## src/rtl/opdec_pkg.sv

```systemverilog
package opdec_pkg;

    localparam int BYTE_W = 8;
    localparam int REG_W  = 4;
    localparam int LEN_W  = 4;
    localparam int VAL_W  = 32;
    localparam int CNT_W  = 2;
    localparam int NB_W   = 3;

    typedef enum logic [2:0] {
        ST_OP, ST_FORM, ST_SIDX, ST_DISP, ST_IMM, ST_EMIT
    } dec_state_e;

    typedef enum logic [2:0] {
        OK_BAD, OK_PREFIX, OK_BARE, OK_INCDEC, OK_PUSH, OK_FORM
    } op_kind_e;

    typedef struct packed {
        op_kind_e           kind;
        logic [NB_W-1:0]    imm_bytes;
        logic               mem_only;
        logic               reg_is_sel;
    } op_info_t;

    typedef struct packed {
        logic               mem;
        logic               need_sidx;
        logic [NB_W-1:0]    disp_bytes;
        logic               ip_rel;
        logic               base_vld;
        logic [REG_W-1:0]   rm;
        logic [REG_W-1:0]   reg_n;
    } form_info_t;

    typedef struct packed {
        logic [1:0]         scale;
        logic [REG_W-1:0]   index;
        logic               index_vld;
        logic [REG_W-1:0]   base;
        logic               base_vld;
        logic               force_d32;
    } sidx_info_t;

    typedef struct packed {
        logic               err;
        logic [LEN_W-1:0]   len;
        logic [BYTE_W-1:0]  opcode;
        logic [REG_W-1:0]   reg_n;
        logic [REG_W-1:0]   rm;
        logic               mem;
        logic               base_vld;
        logic [REG_W-1:0]   index;
        logic               index_vld;
        logic [1:0]         scale;
        logic               ip_rel;
        logic [VAL_W-1:0]   disp;
        logic [VAL_W-1:0]   imm;
    } dec_rec_t;

    function automatic logic [VAL_W-1:0] sext8(input logic [BYTE_W-1:0] b);
        return {{(VAL_W-BYTE_W){b[BYTE_W-1]}}, b};
    endfunction

    function automatic dec_state_e after_disp(input logic [NB_W-1:0] imm_bytes);
        return (imm_bytes != '0) ? ST_IMM : ST_EMIT;
    endfunction

endpackage

```

## src/rtl/opdec_opclass.sv

```systemverilog
module opdec_opclass
    import opdec_pkg::*;
(
    input  logic [BYTE_W-1:0] op,
    input  logic              long_mode,
    output op_info_t          info
);
    always_comb begin
        info = '0;
        info.kind = OK_BAD;
        if (op[7:4] == 4'h4) begin
            info.kind = long_mode ? OK_PREFIX : OK_INCDEC;
        end else if (op[7:3] == 5'b01010) begin
            info.kind = OK_PUSH;
        end else begin
            case (op)
                8'h90, 8'h99: info.kind = OK_BARE;
                8'h01, 8'h03, 8'h89, 8'h8B: info.kind = OK_FORM;
                8'h8D: begin
                    info.kind     = OK_FORM;
                    info.mem_only = 1'b1;
                end
                8'h81: begin
                    info.kind       = OK_FORM;
                    info.imm_bytes  = 3'd4;
                    info.reg_is_sel = 1'b1;
                end
                8'h83: begin
                    info.kind       = OK_FORM;
                    info.imm_bytes  = 3'd1;
                    info.reg_is_sel = 1'b1;
                end
                8'h69: begin
                    info.kind      = OK_FORM;
                    info.imm_bytes = 3'd4;
                end
                default: info.kind = OK_BAD;
            endcase
        end
    end
endmodule

```

## src/rtl/opdec_form.sv

```systemverilog
module opdec_form
    import opdec_pkg::*;
(
    input  logic [BYTE_W-1:0] fb,
    input  logic              long_mode,
    input  logic              ext_r,
    input  logic              ext_b,
    input  logic              reg_is_sel,
    output form_info_t        info
);
    logic [1:0] mode_f;
    logic [2:0] reg_f;
    logic [2:0] rm_f;
    logic       abs_d32;

    assign mode_f  = fb[7:6];
    assign reg_f   = fb[5:3];
    assign rm_f    = fb[2:0];
    assign abs_d32 = (mode_f == 2'b00) && (rm_f == 3'b101);

    always_comb begin
        info.mem       = (mode_f != 2'b11);
        info.need_sidx = info.mem && (rm_f == 3'b100);
        case (mode_f)
            2'b01:   info.disp_bytes = 3'd1;
            2'b10:   info.disp_bytes = 3'd4;
            2'b00:   info.disp_bytes = abs_d32 ? 3'd4 : 3'd0;
            default: info.disp_bytes = 3'd0;
        endcase
        info.ip_rel   = abs_d32 && long_mode;
        info.base_vld = info.mem && !info.need_sidx && !abs_d32;
        info.rm       = {ext_b, rm_f};
        info.reg_n    = reg_is_sel ? {1'b0, reg_f} : {ext_r, reg_f};

        disp_needs_mem_chk: assert (info.mem || info.disp_bytes == 3'd0);

        sidx_needs_mem_chk: assert (!info.need_sidx || info.mem);
    end
endmodule

```

## src/rtl/opdec_sidx.sv

```systemverilog
module opdec_sidx
    import opdec_pkg::*;
(
    input  logic [BYTE_W-1:0] sb,
    input  logic [1:0]        mode_f,
    input  logic              ext_x,
    input  logic              ext_b,
    output sidx_info_t        info
);
    logic no_base;

    assign no_base = (sb[2:0] == 3'b101) && (mode_f == 2'b00);

    always_comb begin
        info.scale     = sb[7:6];
        info.index     = {ext_x, sb[5:3]};
        info.index_vld = (info.index != 4'b0100);
        info.base      = {ext_b, sb[2:0]};
        info.base_vld  = !no_base;
        info.force_d32 = no_base;
    end
endmodule

```

## src/rtl/opdec_serial.sv

```systemverilog
module opdec_serial
    import opdec_pkg::*;
(
    input  logic              clk,
    input  logic              rst,
    input  logic              long_mode,
    input  logic              in_valid,
    input  logic [7:0]        in_byte,
    output logic              in_ready,
    output logic              out_valid,
    output logic              out_error,
    output logic [3:0]        out_len,
    output logic [7:0]        out_opcode,
    output logic [3:0]        out_reg,
    output logic [3:0]        out_rm,
    output logic              out_mem,
    output logic              out_base_vld,
    output logic [3:0]        out_index,
    output logic              out_index_vld,
    output logic [1:0]        out_scale,
    output logic              out_ip_rel,
    output logic [31:0]       out_disp,
    output logic [31:0]       out_imm
);
    dec_state_e        state_q;
    logic              ext_seen_q;
    logic [2:0]        ext_q;
    logic [NB_W-1:0]   imm_bytes_q;
    logic              mem_only_q;
    logic              reg_is_sel_q;
    logic [1:0]        mode_q;
    logic [NB_W-1:0]   dlen_q;
    logic [CNT_W-1:0]  cnt_q;
    dec_rec_t          rec_q;

    op_info_t          op_info;
    form_info_t        form;
    sidx_info_t        sidx;
    logic              take;
    logic [NB_W-1:0]   sidx_dlen;

    opdec_opclass u_opclass (
        .op        (in_byte),
        .long_mode (long_mode),
        .info      (op_info)
    );

    opdec_form u_form (
        .fb         (in_byte),
        .long_mode  (long_mode),
        .ext_r      (ext_q[2]),
        .ext_b      (ext_q[0]),
        .reg_is_sel (reg_is_sel_q),
        .info       (form)
    );

    opdec_sidx u_sidx (
        .sb     (in_byte),
        .mode_f (mode_q),
        .ext_x  (ext_q[1]),
        .ext_b  (ext_q[0]),
        .info   (sidx)
    );

    assign in_ready  = (state_q != ST_EMIT);
    assign take      = in_valid && in_ready;
    assign sidx_dlen = sidx.force_d32 ? 3'd4 : dlen_q;

    always_ff @(posedge clk) begin
        if (rst) begin
            state_q      <= ST_OP;
            ext_seen_q   <= 1'b0;
            ext_q        <= '0;
            imm_bytes_q  <= '0;
            mem_only_q   <= 1'b0;
            reg_is_sel_q <= 1'b0;
            mode_q       <= '0;
            dlen_q       <= '0;
            cnt_q        <= '0;
            rec_q        <= '0;
        end else begin
            case (state_q)
                ST_OP: if (take) begin
                    rec_q.len <= rec_q.len + 4'd1;
                    case (op_info.kind)
                        OK_PREFIX: begin
                            if (ext_seen_q) begin
                                rec_q.err    <= 1'b1;
                                rec_q.opcode <= in_byte;
                                state_q      <= ST_EMIT;
                            end else begin
                                ext_seen_q <= 1'b1;
                                ext_q      <= in_byte[2:0];
                            end
                        end
                        OK_BARE: begin
                            rec_q.opcode <= in_byte;
                            state_q      <= ST_EMIT;
                        end
                        OK_INCDEC: begin
                            rec_q.opcode <= in_byte;
                            rec_q.reg_n  <= {1'b0, in_byte[2:0]};
                            state_q      <= ST_EMIT;
                        end
                        OK_PUSH: begin
                            rec_q.opcode <= in_byte;
                            rec_q.reg_n  <= {ext_q[0], in_byte[2:0]};
                            state_q      <= ST_EMIT;
                        end
                        OK_FORM: begin
                            rec_q.opcode <= in_byte;
                            imm_bytes_q  <= op_info.imm_bytes;
                            mem_only_q   <= op_info.mem_only;
                            reg_is_sel_q <= op_info.reg_is_sel;
                            state_q      <= ST_FORM;
                        end
                        default: begin
                            rec_q.err    <= 1'b1;
                            rec_q.opcode <= in_byte;
                            state_q      <= ST_EMIT;
                        end
                    endcase
                end
                ST_FORM: if (take) begin
                    rec_q.len <= rec_q.len + 4'd1;
                    if (mem_only_q && !form.mem) begin
                        rec_q.err <= 1'b1;
                        state_q   <= ST_EMIT;
                    end else begin
                        rec_q.reg_n    <= form.reg_n;
                        rec_q.rm       <= form.rm;
                        rec_q.mem      <= form.mem;
                        rec_q.base_vld <= form.base_vld;
                        rec_q.ip_rel   <= form.ip_rel;
                        mode_q         <= in_byte[7:6];
                        dlen_q         <= form.disp_bytes;
                        cnt_q          <= '0;
                        if (form.need_sidx)
                            state_q <= ST_SIDX;
                        else if (form.disp_bytes != '0)
                            state_q <= ST_DISP;
                        else
                            state_q <= after_disp(imm_bytes_q);
                    end
                end
                ST_SIDX: if (take) begin
                    rec_q.len       <= rec_q.len + 4'd1;
                    rec_q.scale     <= sidx.scale;
                    rec_q.index     <= sidx.index;
                    rec_q.index_vld <= sidx.index_vld;
                    rec_q.rm        <= sidx.base;
                    rec_q.base_vld  <= sidx.base_vld;
                    dlen_q          <= sidx_dlen;
                    state_q         <= (sidx_dlen != '0) ? ST_DISP : after_disp(imm_bytes_q);
                end
                ST_DISP: if (take) begin
                    rec_q.len <= rec_q.len + 4'd1;
                    if (dlen_q == 3'd1)
                        rec_q.disp <= sext8(in_byte);
                    else
                        rec_q.disp[8*cnt_q +: 8] <= in_byte;
                    if ({1'b0, cnt_q} == dlen_q - 3'd1) begin
                        cnt_q   <= '0;
                        state_q <= after_disp(imm_bytes_q);
                    end else begin
                        cnt_q <= cnt_q + 2'd1;
                    end
                end
                ST_IMM: if (take) begin
                    rec_q.len <= rec_q.len + 4'd1;
                    if (imm_bytes_q == 3'd1)
                        rec_q.imm <= sext8(in_byte);
                    else
                        rec_q.imm[8*cnt_q +: 8] <= in_byte;
                    if ({1'b0, cnt_q} == imm_bytes_q - 3'd1) begin
                        cnt_q   <= '0;
                        state_q <= ST_EMIT;
                    end else begin
                        cnt_q <= cnt_q + 2'd1;
                    end
                end
                ST_EMIT: begin
                    state_q      <= ST_OP;
                    rec_q        <= '0;
                    ext_seen_q   <= 1'b0;
                    ext_q        <= '0;
                    imm_bytes_q  <= '0;
                    mem_only_q   <= 1'b0;
                    reg_is_sel_q <= 1'b0;
                    cnt_q        <= '0;
                end
                default: state_q <= ST_OP;
            endcase
        end
    end

    assign out_valid     = (state_q == ST_EMIT);
    assign out_error     = rec_q.err;
    assign out_len       = rec_q.len;
    assign out_opcode    = rec_q.opcode;
    assign out_reg       = rec_q.reg_n;
    assign out_rm        = rec_q.rm;
    assign out_mem       = rec_q.mem;
    assign out_base_vld  = rec_q.base_vld;
    assign out_index     = rec_q.index;
    assign out_index_vld = rec_q.index_vld;
    assign out_scale     = rec_q.scale;
    assign out_ip_rel    = rec_q.ip_rel;
    assign out_disp      = rec_q.disp;
    assign out_imm       = rec_q.imm;


    emit_pulse_chk: assert property (@(posedge clk) disable iff (rst)
        out_valid |=> !out_valid);

    idle_hold_chk: assert property (@(posedge clk) disable iff (rst)
        (!in_valid && !out_valid) |=> !out_valid);

    iprel_form_chk: assert property (@(posedge clk) disable iff (rst)
        (out_valid && out_ip_rel) |-> (out_mem && !out_base_vld && !out_error));

    addr_calc_mem_chk: assert property (@(posedge clk) disable iff (rst)
        (out_valid && !out_error && out_opcode == 8'h8D) |-> out_mem);

    imm8_sext_chk: assert property (@(posedge clk) disable iff (rst)
        (out_valid && !out_error && out_opcode == 8'h83) |-> (out_imm[31:8] == {24{out_imm[7]}}));

    index_mem_chk: assert property (@(posedge clk) disable iff (rst)
        (out_valid && out_index_vld) |-> (out_mem && out_index != 4'd4));

    len_nonzero_chk: assert property (@(posedge clk) disable iff (rst)
        out_valid |-> (out_len != 4'd0 && out_len <= 4'd12));

    post_reset_chk: assert property (@(posedge clk) disable iff (rst)
        $past(rst) |-> (!out_valid && in_ready));
endmodule

```

## config.mk

```make
export PLATFORM = sky130hd
export DESIGN_NAME = opdec_serial
export DESIGN_NICKNAME = d
export VERILOG_FILES = /design/src/rtl/opdec_pkg.sv /design/src/rtl/opdec_opclass.sv /design/src/rtl/opdec_form.sv /design/src/rtl/opdec_sidx.sv /design/src/rtl/opdec_serial.sv
export SDC_FILE = /design/constraint.sdc
export NUM_CORES = 1
export LEC_CHECK = 0
export BUFFER_PORTS_ARGS = -buffer_cell sky130_fd_sc_hd__clkbuf_2
export CORE_ASPECT_RATIO = 1.2
export CORE_MARGIN = 2
export CORE_UTILIZATION = 25
export DETAILED_ROUTE_END_ITERATION = 10
export PLACE_DENSITY = 0.47
export SETUP_SLACK_MARGIN = 0.1
export SLEW_MARGIN = 20
export SYNTH_ARGS = -nofsm -noshare
export SYNTH_HDL_FRONTEND = slang
export SYNTH_SLANG_ARGS = --single-unit
```

## constraint.sdc

```tcl
create_clock -name clk -period 2.16 [get_ports clk]
set_input_delay 0.432 -clock clk [delete_from_list [all_inputs] [get_ports clk]]
set_output_delay 0.432 -clock clk [all_outputs]
set_load 0.1 [all_outputs]
```

==> impl_metrics.tcl, run 1 <==
set metrics [dict create \
    use_met3_pct 3.59 \
    grt.total_usage_pct 15.9 \
    clk_latency_ns 0.42 \
    synth.avg_cell_area_um2 8.02 \
    fin_nets 845 \
    clock-sinks 113 \
    cts_root_buf "clkbuf_16" \
    max_clock_freq_mhz 511 \
    crit_type "flip-flop to output port" \
    ys.flop_type "dfxtp_1" \
    dp_cells 1077 \
    die_x_um 140 \
    final_layout_size_suffix_gt1_share_pct 26.1 \
    wire_per_inst_um 16.7 \
    die_height_um 167 \
    setup_ws_ns 0.202 \
    io_buffer_count 108 \
    drtPass1Iterations 7 \
    place_hpwl_um 13200 \
    met2_usage_pct 25.6 \
    syn_inst 689 \
    cts_buffers 17 \
    end_kind "output port" \
    yosys_warnings 0 \
    grt_busiest_layer "met2" \
    cts_htree_levels 4 \
    path_clk_slew_ns 0.05 \
    relSlewSlack_pct 52.7 \
    synth_seq_cells 113 \
    finalHoldViolCount 0 \
    sw_frac_of_total_pct 34.8 \
    period_needed_ns 1.96 \
    gp_congestion 0.831 \
    cp_max_fo 18 \
    drc_errors 0 \
    p_leak_uw 0.00308 \
    fp.coreArea_um2 21700 \
    dp_slack_ns -0.0532 \
    holdBufCountCts 0 \
    finalWirelength_um 18600 \
    antenna_found_initial 0 \
    ant_nets 0 \
    report.final.slew_viol_count 0 \
    antenna_cells 0 \
    yosysUniqueCellTypes 65 \
    ys_async_sr_fraction_pct 0 \
    synth-edff-count 0 \
    synth_nets 710 \
    setup_viol 0 \
    internal-power_uw 4600 \
    via_count 5365 \
    gr-total-overflow 0 \
    irDropWorstVdd_uv 575 \
    grt_start_max_net_pins 49 \
    grt_pass1_vias 5212 \
    power_frac_seq_pct 32.1 \
    fin_setup_tns_ns 0 \
    pwr-share-clk_pct 41.0 \
    met1_usage_pct 21.1 \
    ioPinCount 109 \
    tightest_slew_ns 0.704 \
    start_kind "flip-flop" \
    start_util_pct 25.5 \
    cp.required_ns 1.73 \
    filler_cell_count 2345 \
    ys_seq_area_share_pct 41.0 \
    hold_class "primary input to flip-flop" \
    cts.path.max_buffers 2 \
    status "complete, no violations" \
    drtIter0Drc 332 \
    p_switching_uw 2450 \
    cts_tree "done" \
    viasPerCell 4.83 \
    die_area_um2 23300 \
    final.setup_skew_ns 0.0120 \
    power_density_nw_per_um2 953 \
    arrival_ns 1.53 \
    ff2ff_setup_slack_ns 0.20 \
    netlist_area_um2 5520 \
    p_comb_share_pct 26.9 \
    stdcell_count 1110 \
    period_share_pct 90.6 \
    grt_pass1_wl_um 29300 \
    maxCapViolCount 0 \
    rows 59 \
    rsz0062_at_grt "yes" \
    syn_to_final_growth_pct 34.0 \
]
==> cell type report <==
cell class                      instances  area, µm²  share of cell area [%]
Multi-Input combinational cell        506       3030                    40.9
Sequential cell                       113       2260                    30.6
Timing Repair Buffer                  170       1100                    14.8
Clock buffer                           22        474                    6.41
Tap cell                              274        343                    4.63
Clock inverter                          9        131                    1.78
Inverter                               16       60.1                   0.811
==> Yosys cell counts (all sizes together), types with 2 or more instances <==
| library cell | count | area (µm²) |
|---|---|---|
| a22o | 3 | 26.3 |
| buf | 4 | 23.8 |
| dfxtp | 113 | 2260 |
| nor4b | 3 | 26.3 |
| a21boi | 3 | 22.5 |
| o21bai | 2 | 15.0 |
| o311ai | 3 | 43.8 |
| o31a | 2 | 17.5 |
| nor2b | 11 | 68.8 |
| or3 | 6 | 37.5 |
| inv | 16 | 60.1 |
| o21a | 4 | 30.0 |
| or4b | 2 | 23.8 |
| a2bb2oi | 2 | 17.5 |
| a211oi | 26 | 195 |
| ha | 9 | 113 |
| nor2 | 112 | 420 |
| a2111oi | 2 | 36.3 |
| or2 | 2 | 12.5 |
| o21ai | 19 | 95.1 |
| clkbuf | 50 | 188 |
| a211o | 2 | 17.5 |
| xor2 | 3 | 26.3 |
| a31oi | 4 | 25.0 |
| or3b | 2 | 17.5 |
| nor4 | 2 | 12.5 |
| nand4 | 4 | 25.0 |
| nor3b | 5 | 37.5 |
| o41ai | 5 | 43.8 |
| nand2b | 13 | 81.3 |
| and3 | 2 | 12.5 |
| nor3 | 18 | 95.1 |
| nand2 | 63 | 236 |
| xnor2 | 4 | 35.0 |
| nand3b | 3 | 22.5 |
| nand4b | 2 | 17.5 |
| a21oi | 93 | 473 |
| mux2i | 39 | 390 |
| and3b | 3 | 26.3 |
| nor4bb | 2 | 20.0 |
| nand3 | 11 | 55.1 |
| and2 | 4 | 25.0 |
==> stage by stage <==
step                total power [µW]  hold WS (ns)  cell area, µm²  utilization [%]
floorplan                       3680         0.441            5560                -
global placement                4200         0.446            6750             31.1
detailed placement              4190         0.449            6750             31.1
CTS                             7120         0.389            7370             34.0
global route                    7360         0.419            7400             34.1
finish                          7060         0.408            7400             34.1
==> power groups by stage <==
stage / clock [µW] / combinational [µW] / sequential (µW)
after detailed placement: 0 / 1880 / 2310
after global placement: 0 / 1890 / 2310
final: 2890 / 1900 / 2270
after CTS: 2950 / 1900 / 2270
after global routing: 3050 / 2030 / 2280
after floorplan: 0 / 786 / 2890
==> per-layer routing <==
layer  vias to the layer above  share of wire, %  wire (µm)
met5                         -                 0          0
met4                         0               1.2        228
met3                        17               4.9        913
met2                       143                48       8830
met1                      2513                46       8590
li1                       2692                 -          -
==> cells by family after synthesis <==
group / count (synthesis) / synth area share (%)
and+or+nand+nor: 273 / 23.5
AOI/OAI and AO/OA: 178 / 20.4
xor gates and xnor gates: 7 / 1.11
DFF: 113 / 41.0
muxes: 39 / 7.07
buffers and inverters: 70 / 4.92
adders and majority gates: 9 / 2.04
==> repair_timing <==
| item | 4_1_cts | 5_1_grt |
|---|---|---|
| buffers inserted | 0 | 1 |
| setup endpoints to repair | 24 | 30 |
| gates resized for setup | 3 | 6 |
| gates cloned | 0 | 1 |
==> cells in the final DEF, fill, tap and decap left out, types with 6 or more instances in the layout <==
master	netlist	layout
ha_1	9	9
inv_1	13	13
dfxtp_1	113	111
o21ai_0	6	6
a21oi_1	91	91
buf_12	0	7
nor3_1	17	17
or3_1	6	6
nand3_1	11	11
a211oi_1	26	26
nand2b_1	13	13
nor2b_1	11	11
clkbuf_16	0	17
mux2i_1	39	39
nor2_1	112	111
clkbuf_2	0	105
buf_4	0	57
nand2_1	63	63
o21ai_1	13	10
==> path summary, 6_finish.rpt <==
path                     start            to  depth (start not counted)
hold reg to reg   out_scale[0]  out_scale[0]                          2
setup reg to reg    ext_seen_q      ext_q[0]                          5
setup / recovery    state_q[1]      in_ready                          3
hold / removal             rst       out_mem                          2
==> critical path, stage by stage (launching register included) <==
cell and delay [ns]:
dfxtp_1 0.48, nor2_4 0.06, inv_2 0.33, buf_12 0.23
Power figures use the tool's default switching activity.
==> run 2: changes to the inputs <==
==> constraint.sdc (replaced) <==
create_clock -name clk -period 2.16 [get_ports clk]
set_input_delay 0.432 -clock clk [delete_from_list [all_inputs] [get_ports clk]]
set_output_delay 0.432 -clock clk [all_outputs]
set_load 0.005 [all_outputs]
==> run 2 against run 1 <==
Compared with the run above:
- design area is 0.86% higher
- critical path type unchanged
- non-clock buffer count is 6 higher
- combinational power is 34% lower
- clock skew is 0.0038 ns lower
- highest routed layer unchanged
- total power is 4.8% lower
- fmax is 0.47% higher
- setup slack better by 0.0092 ns
- routed wire length is 0.52% higher
- largest cell class unchanged
- sequential cell count stayed put
==> impl_metrics.tcl, run 2 (synthesis results as in run 1) <==
set metrics [dict create \
    grt_pass1_wl_um 29200 \
    ant_nets 0 \
    drtPass1Iterations 5 \
    power_frac_seq_pct 33.8 \
    antenna_found_initial 0 \
    cp_max_fo 20 \
    setup_viol 0 \
    start_kind "flip-flop" \
    gp_congestion 0.807 \
    cts_htree_levels 4 \
    stdcell_count 1117 \
    cts_tree "done" \
    pwr-share-clk_pct 47.4 \
    drtIter0Drc 286 \
    filler_cell_count 2304 \
    p_switching_uw 1850 \
    clk_latency_ns 0.42 \
    final_cell_mix "dfxtp_1, nor2_1, clkbuf_2" \
    start_util_pct 25.5 \
    final_layout_size_suffix_gt1_share_pct 26.9 \
    gr-total-overflow 0 \
    sw_frac_of_total_pct 27.5 \
    path_clk_slew_ns 0.05 \
    period_share_pct 90.2 \
    via_count 5406 \
    syn_to_final_growth_pct 35.1 \
    period_needed_ns 1.95 \
    cp.required_ns 1.73 \
    cts.path.max_buffers 2 \
    hold_ws_ns 0.392 \
    arrival_ns 1.52 \
    grt_start_max_net_pins 33 \
    tightest_slew_ns 0.657 \
    antenna_cells 0 \
    final.setup_skew_ns 0.00827 \
    finalHoldViolCount 0 \
    die_height_um 167 \
    clock-sinks 113 \
    relSlewSlack_pct 56.2 \
    rsz0062_at_grt "yes" \
    p_comb_share_pct 18.8 \
    grt_pass1_vias 5150 \
    report.final.slew_viol_count 0 \
    grt.total_usage_pct 15.9 \
    maxCapViolCount 0 \
    place_hpwl_um 13200 \
    finalWirelength_um 18700 \
    cts_root_buf "clkbuf_16" \
    die_area_um2 23300 \
    viasPerCell 4.84 \
    die_x_um 140 \
    ioPinCount 109 \
    irDropWorstVdd_uv 547 \
    wire_per_inst_um 16.7 \
    p_leak_uw 0.00312 \
    power_density_nw_per_um2 900 \
    cts_buffers 17 \
    internal-power_uw 4870 \
    end_kind "output port" \
    rows 59 \
    crit_type "flip-flop to output port" \
    fin_nets 851 \
    crit_slowest_cell "dfxtp_1" \
    dp_cells 1083 \
    worst_path_largest_cell_delay_ns 0.33 \
    fin_util_pct 34.4 \
    max_clock_freq_mhz 513 \
    fp.coreArea_um2 21700 \
    status "complete, no violations" \
    crit_path_cell_trace "buf_8 > nand2_1 > nor2_2 > inv_2 > buf_4 > clkbuf_2" \
    final_common_cell "dfxtp_1" \
    io_buffer_count 108 \
    drc_errors 0 \
    hold_class "primary input to flip-flop" \
]
run 2: layout make-up:
cell class	count	area, µm²	share of cell area [%]
Multi-Input combinational cell	506	3040	40.7
Sequential cell	113	2260	30.3
Timing Repair Buffer	176	1100	14.7
Clock buffer	23	488	6.54
Tap cell	274	343	4.59
Clock inverter	9	176	2.36
Inverter	16	60.1	0.805
run 2: worst paths after layout:
| check | from | end | slack, ns | cells after the start |
|---|---|---|---|---|
| worst min-delay path | rst | out_mem | 0.39 | 2 |
| worst max register to register | ext_seen_q | ext_q[2] | 0.22 | 5 |
| worst min register to register | out_scale[0] | out_scale[0] | 0.45 | 2 |
| worst max-delay path | state_q[0] | in_ready | 0.21 | 6 |
run 2: critical path, delay by kind of cell, from the launching register on:
family | cells | cell delay, ns
buf+inv | 4 | 0.51
flops | 1 | 0.33
simple gates | 2 | 0.24
run 2: power by group through the flow:
stage / registers, µW / logic (µW) / clock network, µW
2_1_floorplan: 2300 / 739 / 0
3_3_place_gp: 2320 / 1230 / 0
4_1_cts: 2270 / 1250 / 3250
3_5_place_dp: 2320 / 1230 / 0
6_report: 2270 / 1260 / 3180
5_1_grt: 2280 / 1390 / 3360
run 2: layer usage:
metal  track usage, %  wire length, µm
met1             20.8             8450
met2             25.7             8940
met3             4.03              920
met4             5.17              337
met5                0                0
run 2: timing repair:
item,CTS,global route
endpoints found under the setup margin,17,18
pin swaps,0,1
hold buffers,0,0
resized for setup,3,9
hold endpoints to repair,0,0
gates cloned,0,0
setup buffers,1,1
run 2: stage by stage:
step | setup TNS, ns | power [µW] | setup WS, ns | cell area [µm²]
floorplan | 0 | 3040 | 0.0646 | 5530
global placement | -0.0563 | 3550 | -0.0336 | 6740
detailed placement | -0.0107 | 3550 | -0.0107 | 6740
CTS | 0 | 6770 | 0.143 | 7420
global route | 0 | 7030 | 0.0504 | 7460
finish | 0 | 6720 | 0.211 | 7460
